## config.mk

```make
export PLATFORM = sky130hd
export DESIGN_NAME = imul32_mac
export DESIGN_NICKNAME = d
export VERILOG_FILES = /design/src/rtl/imul_pkg.sv /design/src/rtl/imul_core.sv /design/src/rtl/imul_iter.sv /design/src/rtl/imul_acc.sv /design/src/rtl/imul32_mac.sv
export SDC_FILE = /design/constraint.sdc
export NUM_CORES = 2
export LEC_CHECK = 0
export CAP_MARGIN = 20
export CORE_MARGIN = 2
export CORE_UTILIZATION = 28
export DETAILED_ROUTE_END_ITERATION = 8
export GPL_ROUTABILITY_DRIVEN = 0
export SETUP_SLACK_MARGIN = 0.1
export SKIP_LAST_GASP = 1
export SLEW_MARGIN = 30
export SYNTH_ARGS = -nofsm -noshare
export SYNTH_HDL_FRONTEND = slang
export SYNTH_SLANG_ARGS = --single-unit
```

## constraint.sdc

```tcl
create_clock -name clk_i -period 11.55 [get_ports clk_i]
set_input_delay 1.7325 -clock clk_i [delete_from_list [all_inputs] [get_ports clk_i]]
set_output_delay 1.7325 -clock clk_i [all_outputs]
set_load 0.01 [all_outputs]
```

## src/rtl/imul_pkg.sv

```systemverilog
package imul_pkg;
  typedef enum logic [1:0] {
    OP_MULU = 2'b00,
    OP_MULS = 2'b01,
    OP_MACU = 2'b10,
    OP_MACS = 2'b11
  } imul_op_e;

  localparam int unsigned NUM_STEPS = 4;
endpackage

```

## src/rtl/imul_core.sv

```systemverilog
module imul_core #(
  parameter int unsigned HALF_W = 16,
  parameter bit          PIPE   = 1'b0
) (
  input  logic                clk_i,
  input  logic                rst_ni,
  input  logic [HALF_W-1:0]   x_i,
  input  logic [HALF_W-1:0]   y_i,
  input  logic                vld_i,
  input  logic [1:0]          sel_i,
  output logic [2*HALF_W-1:0] prod_comb_o,
  output logic [2*HALF_W-1:0] prod_o,
  output logic                vld_o,
  output logic [1:0]          sel_o
);
  localparam int unsigned PW = 2 * HALF_W;

  assign prod_comb_o = PW'(x_i) * PW'(y_i);

  generate
    if (PIPE) begin : g_pipe
      logic [PW-1:0] prod_q;
      logic          vld_q;
      logic [1:0]    sel_q;
      always_ff @(posedge clk_i or negedge rst_ni) begin
        if (!rst_ni) begin
          prod_q <= '0;
          vld_q  <= 1'b0;
          sel_q  <= '0;
        end else begin
          prod_q <= prod_comb_o;
          vld_q  <= vld_i;
          sel_q  <= sel_i;
        end
      end
      assign prod_o = prod_q;
      assign vld_o  = vld_q;
      assign sel_o  = sel_q;


      pipe_delay_chk: assert property (@(posedge clk_i) disable iff (!rst_ni)
        vld_o == $past(vld_i));
    end else begin : g_comb
      assign prod_o = prod_comb_o;
      assign vld_o  = vld_i;
      assign sel_o  = sel_i;
    end
  endgenerate


  zero_prod_chk: assert property (@(posedge clk_i) disable iff (!rst_ni)
    (x_i == '0 || y_i == '0) |-> prod_comb_o == '0);
endmodule

```

## src/rtl/imul_iter.sv

```systemverilog
module imul_iter #(
  parameter int unsigned DATA_W = 32,
  parameter int unsigned LAT    = 4
) (
  input  logic                clk_i,
  input  logic                rst_ni,
  input  logic                start_i,
  input  logic                signed_i,
  input  logic [DATA_W-1:0]   a_i,
  input  logic [DATA_W-1:0]   b_i,
  input  logic [DATA_W-1:0]   pp_i,
  input  logic                pp_vld_i,
  input  logic [1:0]          pp_sel_i,
  output logic                busy_o,
  output logic [DATA_W/2-1:0] x_o,
  output logic [DATA_W/2-1:0] y_o,
  output logic                x_vld_o,
  output logic [1:0]          x_sel_o,
  output logic                fin_o,
  output logic [2*DATA_W-1:0] prod_o
);
  import imul_pkg::*;
  localparam int unsigned HALF_W = DATA_W / 2;
  localparam int unsigned RES_W  = 2 * DATA_W;

  logic              busy_q, neg_q;
  logic [2:0]        iss_q;
  logic [DATA_W-1:0] am_q, bm_q;
  logic [RES_W-1:0]  sum_q, pp_sh, sum_d;
  logic [3:0]        lat_q;
  logic              go;

  assign go = start_i && !busy_q;

  always_comb begin
    case (pp_sel_i)
      2'd0:    pp_sh = RES_W'(pp_i);
      2'd3:    pp_sh = RES_W'(pp_i) << DATA_W;
      default: pp_sh = RES_W'(pp_i) << HALF_W;
    endcase
  end

  assign sum_d   = sum_q + pp_sh;
  assign prod_o  = neg_q ? -sum_d : sum_d;
  assign fin_o   = pp_vld_i && (pp_sel_i == 2'd3);
  // step order: lo*lo, lo*hi, hi*lo, hi*hi
  assign x_o     = iss_q[1] ? am_q[DATA_W-1:HALF_W] : am_q[HALF_W-1:0];
  assign y_o     = iss_q[0] ? bm_q[DATA_W-1:HALF_W] : bm_q[HALF_W-1:0];
  assign x_vld_o = busy_q && (iss_q < 3'(NUM_STEPS));
  assign x_sel_o = iss_q[1:0];
  assign busy_o  = busy_q;

  always_ff @(posedge clk_i or negedge rst_ni) begin
    if (!rst_ni) begin
      busy_q <= 1'b0;
      neg_q  <= 1'b0;
      iss_q  <= '0;
      am_q   <= '0;
      bm_q   <= '0;
      sum_q  <= '0;
      lat_q  <= '0;
    end else if (go) begin
      busy_q <= 1'b1;
      iss_q  <= '0;
      am_q   <= (signed_i && a_i[DATA_W-1]) ? -a_i : a_i;
      bm_q   <= (signed_i && b_i[DATA_W-1]) ? -b_i : b_i;
      neg_q  <= signed_i && (a_i[DATA_W-1] ^ b_i[DATA_W-1]);
      sum_q  <= '0;
      lat_q  <= '0;
    end else if (busy_q) begin
      lat_q <= lat_q + 4'd1;
      if (x_vld_o) iss_q <= iss_q + 3'd1;
      if (pp_vld_i) sum_q <= sum_d;
      if (fin_o) busy_q <= 1'b0;
    end
  end


  latency_chk: assert property (@(posedge clk_i) disable iff (!rst_ni)
    fin_o |-> lat_q == 4'(LAT - 1));

  fin_once_chk: assert property (@(posedge clk_i) disable iff (!rst_ni)
    fin_o |=> !busy_o && !fin_o);

  busy_hold_chk: assert property (@(posedge clk_i) disable iff (!rst_ni)
    (busy_q && !fin_o) |=> busy_q);
endmodule

```

## src/rtl/imul_acc.sv

```systemverilog
module imul_acc #(
  parameter int unsigned PP_W  = 32,
  parameter int unsigned ACC_W = 40
) (
  input  logic             clk_i,
  input  logic             rst_ni,
  input  logic             clr_i,
  input  logic             en_i,
  input  logic             signed_i,
  input  logic [PP_W-1:0]  prod_i,
  output logic [ACC_W-1:0] acc_o
);
  localparam int unsigned EXT_W = ACC_W - PP_W;

  logic [ACC_W-1:0] acc_q, prod_ext;

  assign prod_ext = {{EXT_W{signed_i & prod_i[PP_W-1]}}, prod_i};

  always_ff @(posedge clk_i or negedge rst_ni) begin
    if (!rst_ni)    acc_q <= '0;
    else if (clr_i) acc_q <= '0;
    else if (en_i)  acc_q <= acc_q + prod_ext;
  end

  assign acc_o = acc_q;


  acc_clr_chk: assert property (@(posedge clk_i) disable iff (!rst_ni)
    clr_i |=> acc_o == '0);

  acc_hold_chk: assert property (@(posedge clk_i) disable iff (!rst_ni)
    (!clr_i && !en_i) |=> $stable(acc_o));
endmodule

```

## src/rtl/imul32_mac.sv

```systemverilog
module imul32_mac #(
  parameter int unsigned DATA_W   = 32,
  parameter int unsigned ACC_W    = 40,
  parameter bit          PIPE_MUL = 1'b0
) (
  input  logic                clk_i,
  input  logic                rst_ni,
  input  logic                start_i,
  input  logic [1:0]          op_i,
  input  logic [DATA_W-1:0]   a_i,
  input  logic [DATA_W-1:0]   b_i,
  input  logic                acc_clr_i,
  output logic                busy_o,
  output logic                done_o,
  output logic [2*DATA_W-1:0] result_o,
  output logic [ACC_W-1:0]    acc_o
);
  import imul_pkg::*;
  localparam int unsigned HALF_W = DATA_W / 2;
  localparam int unsigned RES_W  = 2 * DATA_W;
  localparam int unsigned LAT    = NUM_STEPS + (PIPE_MUL ? 1 : 0);

  logic              mul_go, mac_go, sgn, mac_neg, fin;
  logic [HALF_W-1:0] a_lo, b_lo, mac_x, mac_y, it_x, it_y, core_x, core_y;
  logic              it_vld, pp_vld;
  logic [1:0]        it_sel, pp_sel;
  logic [DATA_W-1:0] pp_comb, pp, mac_p;
  logic [RES_W-1:0]  it_prod, mac_ext;
  logic              done_q;
  logic [RES_W-1:0]  res_q;

  assign sgn    = op_i[0];
  assign mul_go = start_i && !busy_o && !op_i[1];
  assign mac_go = start_i && !busy_o && op_i[1];

  assign a_lo    = a_i[HALF_W-1:0];
  assign b_lo    = b_i[HALF_W-1:0];
  assign mac_x   = (sgn && a_lo[HALF_W-1]) ? -a_lo : a_lo;
  assign mac_y   = (sgn && b_lo[HALF_W-1]) ? -b_lo : b_lo;
  assign mac_neg = sgn && (a_lo[HALF_W-1] ^ b_lo[HALF_W-1]);

  // array is free for MAC whenever no iteration is running
  assign core_x = busy_o ? it_x : mac_x;
  assign core_y = busy_o ? it_y : mac_y;

  imul_core #(.HALF_W(HALF_W), .PIPE(PIPE_MUL)) i_core (
    .clk_i       (clk_i),
    .rst_ni      (rst_ni),
    .x_i         (core_x),
    .y_i         (core_y),
    .vld_i       (it_vld),
    .sel_i       (it_sel),
    .prod_comb_o (pp_comb),
    .prod_o      (pp),
    .vld_o       (pp_vld),
    .sel_o       (pp_sel)
  );

  imul_iter #(.DATA_W(DATA_W), .LAT(LAT)) i_iter (
    .clk_i    (clk_i),
    .rst_ni   (rst_ni),
    .start_i  (mul_go),
    .signed_i (sgn),
    .a_i      (a_i),
    .b_i      (b_i),
    .pp_i     (pp),
    .pp_vld_i (pp_vld),
    .pp_sel_i (pp_sel),
    .busy_o   (busy_o),
    .x_o      (it_x),
    .y_o      (it_y),
    .x_vld_o  (it_vld),
    .x_sel_o  (it_sel),
    .fin_o    (fin),
    .prod_o   (it_prod)
  );

  assign mac_p   = mac_neg ? -pp_comb : pp_comb;
  assign mac_ext = {{DATA_W{sgn & mac_p[DATA_W-1]}}, mac_p};

  imul_acc #(.PP_W(DATA_W), .ACC_W(ACC_W)) i_acc (
    .clk_i    (clk_i),
    .rst_ni   (rst_ni),
    .clr_i    (acc_clr_i),
    .en_i     (mac_go),
    .signed_i (sgn),
    .prod_i   (mac_p),
    .acc_o    (acc_o)
  );

  always_ff @(posedge clk_i or negedge rst_ni) begin
    if (!rst_ni) begin
      done_q <= 1'b0;
      res_q  <= '0;
    end else begin
      done_q <= fin | mac_go;
      if (fin)         res_q <= it_prod;
      else if (mac_go) res_q <= mac_ext;
    end
  end

  assign done_o   = done_q;
  assign result_o = res_q;


  res_hold_chk: assert property (@(posedge clk_i) disable iff (!rst_ni)
    !$stable(result_o) |-> done_o);
endmodule

```

==> After elaboration in Yosys (flattened, before gate mapping) <==
Cells that the tools add are included.
{ "totals": {"input_bits": 70, "ram_bits": 0, "word_cells": 69, "output_inout_bits": 106, "regBits": 238, "romBits": 0, "n_memories": 0, "latchBits": 0} }
{ "classes": {"shifts": 0, "bitwise": 4, "eq_ne": 1, "div_mod_pow": 0, "n_mul": 1, "addsub": 9, "magnitude_cmp": 1, "n_mux": 24, "reduce_logical": 20} }
{ "op_table": {"columns": ["cell", "count"], "rows": [
  ["two-way mux 64 bit", 6],
  ["one-hot mux 64 bit (2 select lines)", 1],
  ["two-way mux 16 bit", 6],
  ["two-way mux 32 bit", 3],
  ["negation 32 bit", 3],
  ["two-way mux 40 bit", 2],
  ["adder 64 bit", 1],
  ["negation 64 bit", 1],
  ["adder 40 bit", 1],
  ["multiplier 16 x 16 -> 32 bit", 1],
  ["negation 16 bit", 2],
  ["logical AND 1 bit", 12],
  ["two-way mux 3 bit", 3],
  ["nonzero test 2 bit", 4],
  ["adder 3 x 1 -> 3 bit, second input constant", 1],
  ["< comparator 3 bit, second input constant", 1],
  ["two-way mux 1 bit", 3],
  ["equality test 2 bit, second input constant", 1],
  ["logical NOT 1 bit", 2],
  ["logical NOT 2 bit", 1],
  ["AND reduction 2 bit", 1],
  ["bitwise XOR 1 bit", 2],
  ["bitwise AND 1 bit", 1],
  ["OR 1 bit", 1]
]} }

==> Longest topological paths before layout <==
{ "logic_depth": {"word_depth": 10, "ltp_mapped": 49, "depth_no_buf": 48} }

==> By module <==
A second synthesis with hierarchy kept.
{ "unflattened": {"hier_cells": 3653, "area_unflattened_um2": 29992.5} }
{ "modules_own_cells": {"columns": ["mod", "area_each_um2", "n_inst", "seq_area_each_um2", "cells_each"], "rows": [
  ["imul_iter", 12977.4, 1, 3328.2, 1646],
  ["imul_core", 8852.2, 1, 0.0, 1031],
  ["imul32_mac", 4551.9, 1, 1626.6, 568],
  ["imul_acc", 3611.0, 1, 1001.0, 408]
]} }

==> Worst setup path before layout <==
Ideal clock, no wire load.
{ "synth_path": {"path_kind": "input port to flip-flop", "from": "in a_i[0]", "to": "reg res_q[61], in the netlist result_o[61]", "setup_ns": 0.126, "arrival_time_ns": 13.184, "path_stages": 45, "n_path_buf": 3, "required_ns": 11.424, "path_slack_ns": -1.760, "path_cell_list": "inv_1 ha_1 nor3b_1 nor3b_1 nor3b_1 nand2_1 or3_1 nor3_1 nor2_1 xnor2_1 mux2i_1 clkbuf_1 nand2_1 fa_1 inv_1 ha_1 fa_1 fa_1 (+9 left out) nand4bb_1 nor4b_1 or4_1 and2_2 nand2_1 o21ai_0 ha_1 clkbuf_1 a21oi_1 o221ai_1 a211oi_1 o32a_2 a21oi_1 or4b_2 o311ai_2 nand4_2 or4_4 a311o_1"} }
{ "synth_between": {"elab_chain_len": 9, "elab_cells_between_ends": 13, "cone_classes": "add/sub (4); mul (1); mux (7); bitwise (1)"} }
{ "synth_lines": {"columns": ["item", "line", "text"], "rows": [
  ["start: declaration", "imul32_mac.sv:10", "input logic [DATA_W-1:0] a_i,"],
  ["negation 16 bit", "imul32_mac.sv:38", "assign mac_x = (sgn && a_lo[HALF_W-1]) ? -a_lo : a_lo;"],
  ["two-way mux 16 bit *", "imul32_mac.sv:38", null],
  ["two-way mux 16 bit *", "imul32_mac.sv:43", "assign core_x = busy_o ? it_x : mac_x;"],
  ["multiplier 16 x 16 -> 32 bit *", "imul_core.sv:18", "assign prod_comb_o = PW'(x_i) * PW'(y_i);"],
  ["one-hot mux 64 bit (2 select lines) / negation 32 bit (equally long branches)", "imul_iter.sv:36, imul32_mac.sv:78", null],
  ["adder 64 bit / two-way mux 32 bit (equally long branches)", "imul_iter.sv:43, imul32_mac.sv:78", null],
  ["negation 64 bit / bitwise AND 1 bit (equally long branches)", "imul_iter.sv:44, imul32_mac.sv:79", null],
  ["two-way mux 64 bit (on tied branches)", "imul_iter.sv:44, imul32_mac.sv:98", null],
  ["two-way mux 64 bit *", "imul32_mac.sv:97", "if (fin) res_q <= it_prod;"],
  ["end signal: assignment", "imul32_mac.sv:97", null],
  ["end signal: assignment", "imul32_mac.sv:98", "else if (mac_go) res_q <= mac_ext;"],
  ["end: declaration", "imul32_mac.sv:30", "logic [RES_W-1:0] res_q;"]
]} }
Every way passes the cells marked *; elsewhere a longest branch is shown, timed or not. The select of a mux whose other input is x is not followed.
A chain may end at the register's enable or synchronous reset.

==> Worst setup path in the final report <==
{ "layout_path": {"from": "in b_i[3]", "to": "reg res_q[61], in the netlist result_o[61]"} }
{ "layout_between": {"elab_chain_len": 9, "elab_cells_between_ends": 13, "cone_classes": "add/sub (4); mul (1); mux (7); bitwise (1)"} }
{ "layout_lines": {"columns": ["item", "line", "text"], "rows": [
  ["start: declaration", "imul32_mac.sv:11", "input logic [DATA_W-1:0] b_i,"],
  ["negation 16 bit", "imul32_mac.sv:39", "assign mac_y = (sgn && b_lo[HALF_W-1]) ? -b_lo : b_lo;"],
  ["two-way mux 16 bit *", "imul32_mac.sv:39", null],
  ["two-way mux 16 bit *", "imul32_mac.sv:44", "assign core_y = busy_o ? it_y : mac_y;"],
  ["multiplier 16 x 16 -> 32 bit *", "imul_core.sv:18", null],
  ["one-hot mux 64 bit (2 select lines) / negation 32 bit (equally long branches)", "imul_iter.sv:36, imul32_mac.sv:78", null],
  ["adder 64 bit / two-way mux 32 bit (equally long branches)", "imul_iter.sv:43, imul32_mac.sv:78", null],
  ["negation 64 bit / bitwise AND 1 bit (equally long branches)", "imul_iter.sv:44, imul32_mac.sv:79", null],
  ["two-way mux 64 bit (on tied branches)", "imul_iter.sv:44, imul32_mac.sv:98", null],
  ["two-way mux 64 bit *", "imul32_mac.sv:97", null]
]} }
Marked as above.

==> impl_metrics.yaml <==
finish:
  fin_area_um2: 42900
  final_nets: 5139
  drive_gt1_frac: 0.303
  n_antenna_cell: 0
  multi_input_area_um2: 23800
  seq_area_um2: 5960
  n_fill_cell: 10200
  area_growth_pct: 46.0
clocking:
  clock_sinks: 238
  path_clk_slew_ns: 0.07
  htree_levels: 2
  clkLatencyLatePin_ns: 0.58
  hold_buffers: 0
  cts_root_buf: "clkbuf_16"
  clk_path_buf_depth: 3
  cts_tree: "yes"
  cts_made_buffers: 34
synthesis:
  synthTopCellsByArea: "dfrtp_1, fa_1, ha_1"
  synth_edf_count: 0
  syn-num-nets: 4165
  netlist_instances: 3686
  synth.distinct_cells: 103
  seq_area_frac_synth: 0.203
  yosysMostFrequentCell: "nand2_1"
  synth_largest_area_cell: "dfrtp_1"
  synth_ff_type: "dfrtp_1"
  synth_seq_cells: 238
  yosysWarnings: 0
  avgSynthCellArea_um2: 7.98
  synthArstFlopShare: 1.00
  syn_area_um2: 29400
  synthTopCellsByCount: "nand2_1, nor2_1, inv_1"
  synth_top_area_frac: 0.203
setup_path:
  cp-end-kind: "register"
  crit_type: "input port to register"
  startpoint_type: "input port"
  slowest_stage: "or4_4"
  slowest_delay_ns: 0.60
  crit_buf_inv: 15
  crit_fanout: 9
  cp_data_required_time_ns: 12.00
  critPathArrivalTime_ns: 12.40
  crit_top_cell: "buf_4"
  cpLargestDelayFamily: "adder cells"
outcome:
  violations: "setup timing"
  status: "finished with violations"
die:
  rows: 118
  die_w_um: 328
  initial_core_util: 0.283
  fp.dieArea_um2: 108000
  core_region_area_um2: 104000
  die_h_um: 328
  ios: 176
grt:
  grt_use_total: 0.206
  grt_pass1_wl_mm: 175
  grt_antenna_before_repair: 3
  grt_max_degree: 151
  gr-total-overflow: 0
  grt_pass1_vias: 30300
timing:
  finalSetupViolCount: 27
  layout_setup_ws_ns: -0.401
  clock.fmax_mhz: 83.7
  layout_worst_path_cycle_share: 1.03
  fin_crit_ns: 11.95
  max-slew-margin-rel: 0.417
  drv_slew: 0
  finClkSkew_ns: 0.0316
  tightest_slew_ns: 0.875
  rsz0062_at_grt: "yes"
  hold_viol_final: 0
drt:
  drc: 0
  wl_mm: 114
  drt_iter0_markers: 2510
  vias: 31000
  firstDrtPassIters: 6
  via_per_inst: 5.12
  wl_per_cell_um: 18.8
  drtAntennaViolNets: 0
placement:
  dp_hpwl_mm: 90.0
  port_buffers: 175
  placed_area_um2: 39000
job:
  maxCapViolCount: 0
hold_path:
  hold_class: "register to register"
## logic make-up (layout without fill, tap and decap cells)
| group | count (synthesis) | after routing | synth area share |
|---|---|---|---|
| xor gates and xnor gates | 271 | 271 | 0.0807 |
| DFF | 238 | 238 | 0.203 |
| buffers and inverters | 481 | 1479 | 0.0630 |
| adders and majority gates | 409 | 409 | 0.224 |
| muxes | 79 | 79 | 0.0276 |
| AOI/OAI and AO/OA | 889 | 889 | 0.194 |
| and+or+nand+nor | 1319 | 1319 | 0.208 |
## metrics by stage
step                setup WS (ns)   util  hold slack [ns]  setup TNS, ns  std cells
finish                     -0.401  0.414            0.476          -5.63       6064
global route               -0.747  0.414            0.504         -20.33       6064
CTS                        -0.192  0.403            0.482          -1.73       6025
detailed placement          -1.99  0.376            0.470        -105.47       5873
global placement            -1.93  0.375            0.457         -88.97       5873
floorplan                  -0.423      -            0.440          -2.87       3686
## registers in the layout (all words and copies together) (netlist names)
signal	cells
i_iter.busy_o	1
i_iter.bm_q	32
i_iter.neg_q	1
result_o	64
i_iter.iss_q	3
i_iter.am_q	32
i_iter.sum_q	64
i_acc.acc_o	40
done_o	1
## tightest hold or removal path, cell delays in order (launching register included)
cell,delay [ns]
dfrtp_1,0.34
nand2_1,0.04
o21ai_0,0.06
## layout make-up
type | instances | area share
Tap cell | 1380 | 0.0402
Inverter | 301 | 0.0269
Clock buffer | 44 | 0.0228
Sequential cell | 238 | 0.139
Timing Repair Buffer | 1118 | 0.212
Multi-Input combinational cell | 2967 | 0.554
Clock inverter | 16 | 0.00513
## path summary, 6_finish.rpt
check / start / to / slack, ns / cells after the start
hold reg to reg: i_iter.am_q[7] / i_iter.am_q[7] / 0.48 / 2
hold / removal: i_iter.am_q[7] / i_iter.am_q[7] / 0.48 / 2
setup / recovery: b_i[3] / result_o[61] / -0.40 / 51
setup reg to reg: i_iter.busy_o / result_o[61] / 1.03 / 39
min in group asynchronous: rst_ni / i_iter.bm_q[9] / 1.13 / 1
max in group asynchronous: rst_ni / result_o[39] / 8.86 / 3
## per-layer routing
layer	wire length (um)	share of wire	up-vias	GRT usage
met2	51100	0.45	1114	0.329
met1	50700	0.45	15000	0.284
met5	13	0.00011	-	0
met3	8050	0.071	205	0.0311
li1	-	-	14700	-
met4	3890	0.034	2	0.0651
## cells in the final DEF (no fill, tap or decap), types with 34 or more instances in the layout
cell type / netlist / routed
a21oi_1: 238 / 186
nor3_1: 54 / 38
a21o_1: 64 / 64
ha_1: 213 / 184
clkdlybuf4s50_1: 0 / 160
nand3_1: 130 / 126
fa_1: 196 / 184
o21ai_1: 11 / 34
xor2_1: 101 / 93
inv_1: 300 / 280
nand2_1: 519 / 506
clkbuf_16: 0 / 34
nand4_1: 41 / 41
dfrtp_1: 238 / 237
mux2i_1: 63 / 61
o21ai_0: 240 / 190
and2_1: 54 / 50
xnor2_1: 170 / 145
buf_4: 1 / 904
nor2_1: 332 / 305
a21oi_2: 0 / 48
## what timing repair did
action                     in CTS  in global routing
gates resized for setup       254                176
pin swaps                     178                161
setup endpoints to repair      84                 75
buffers inserted               92                 38
Power is not shown: default switching activity piles up to over one toggle a cycle in this logic, so the estimate is an artifact.
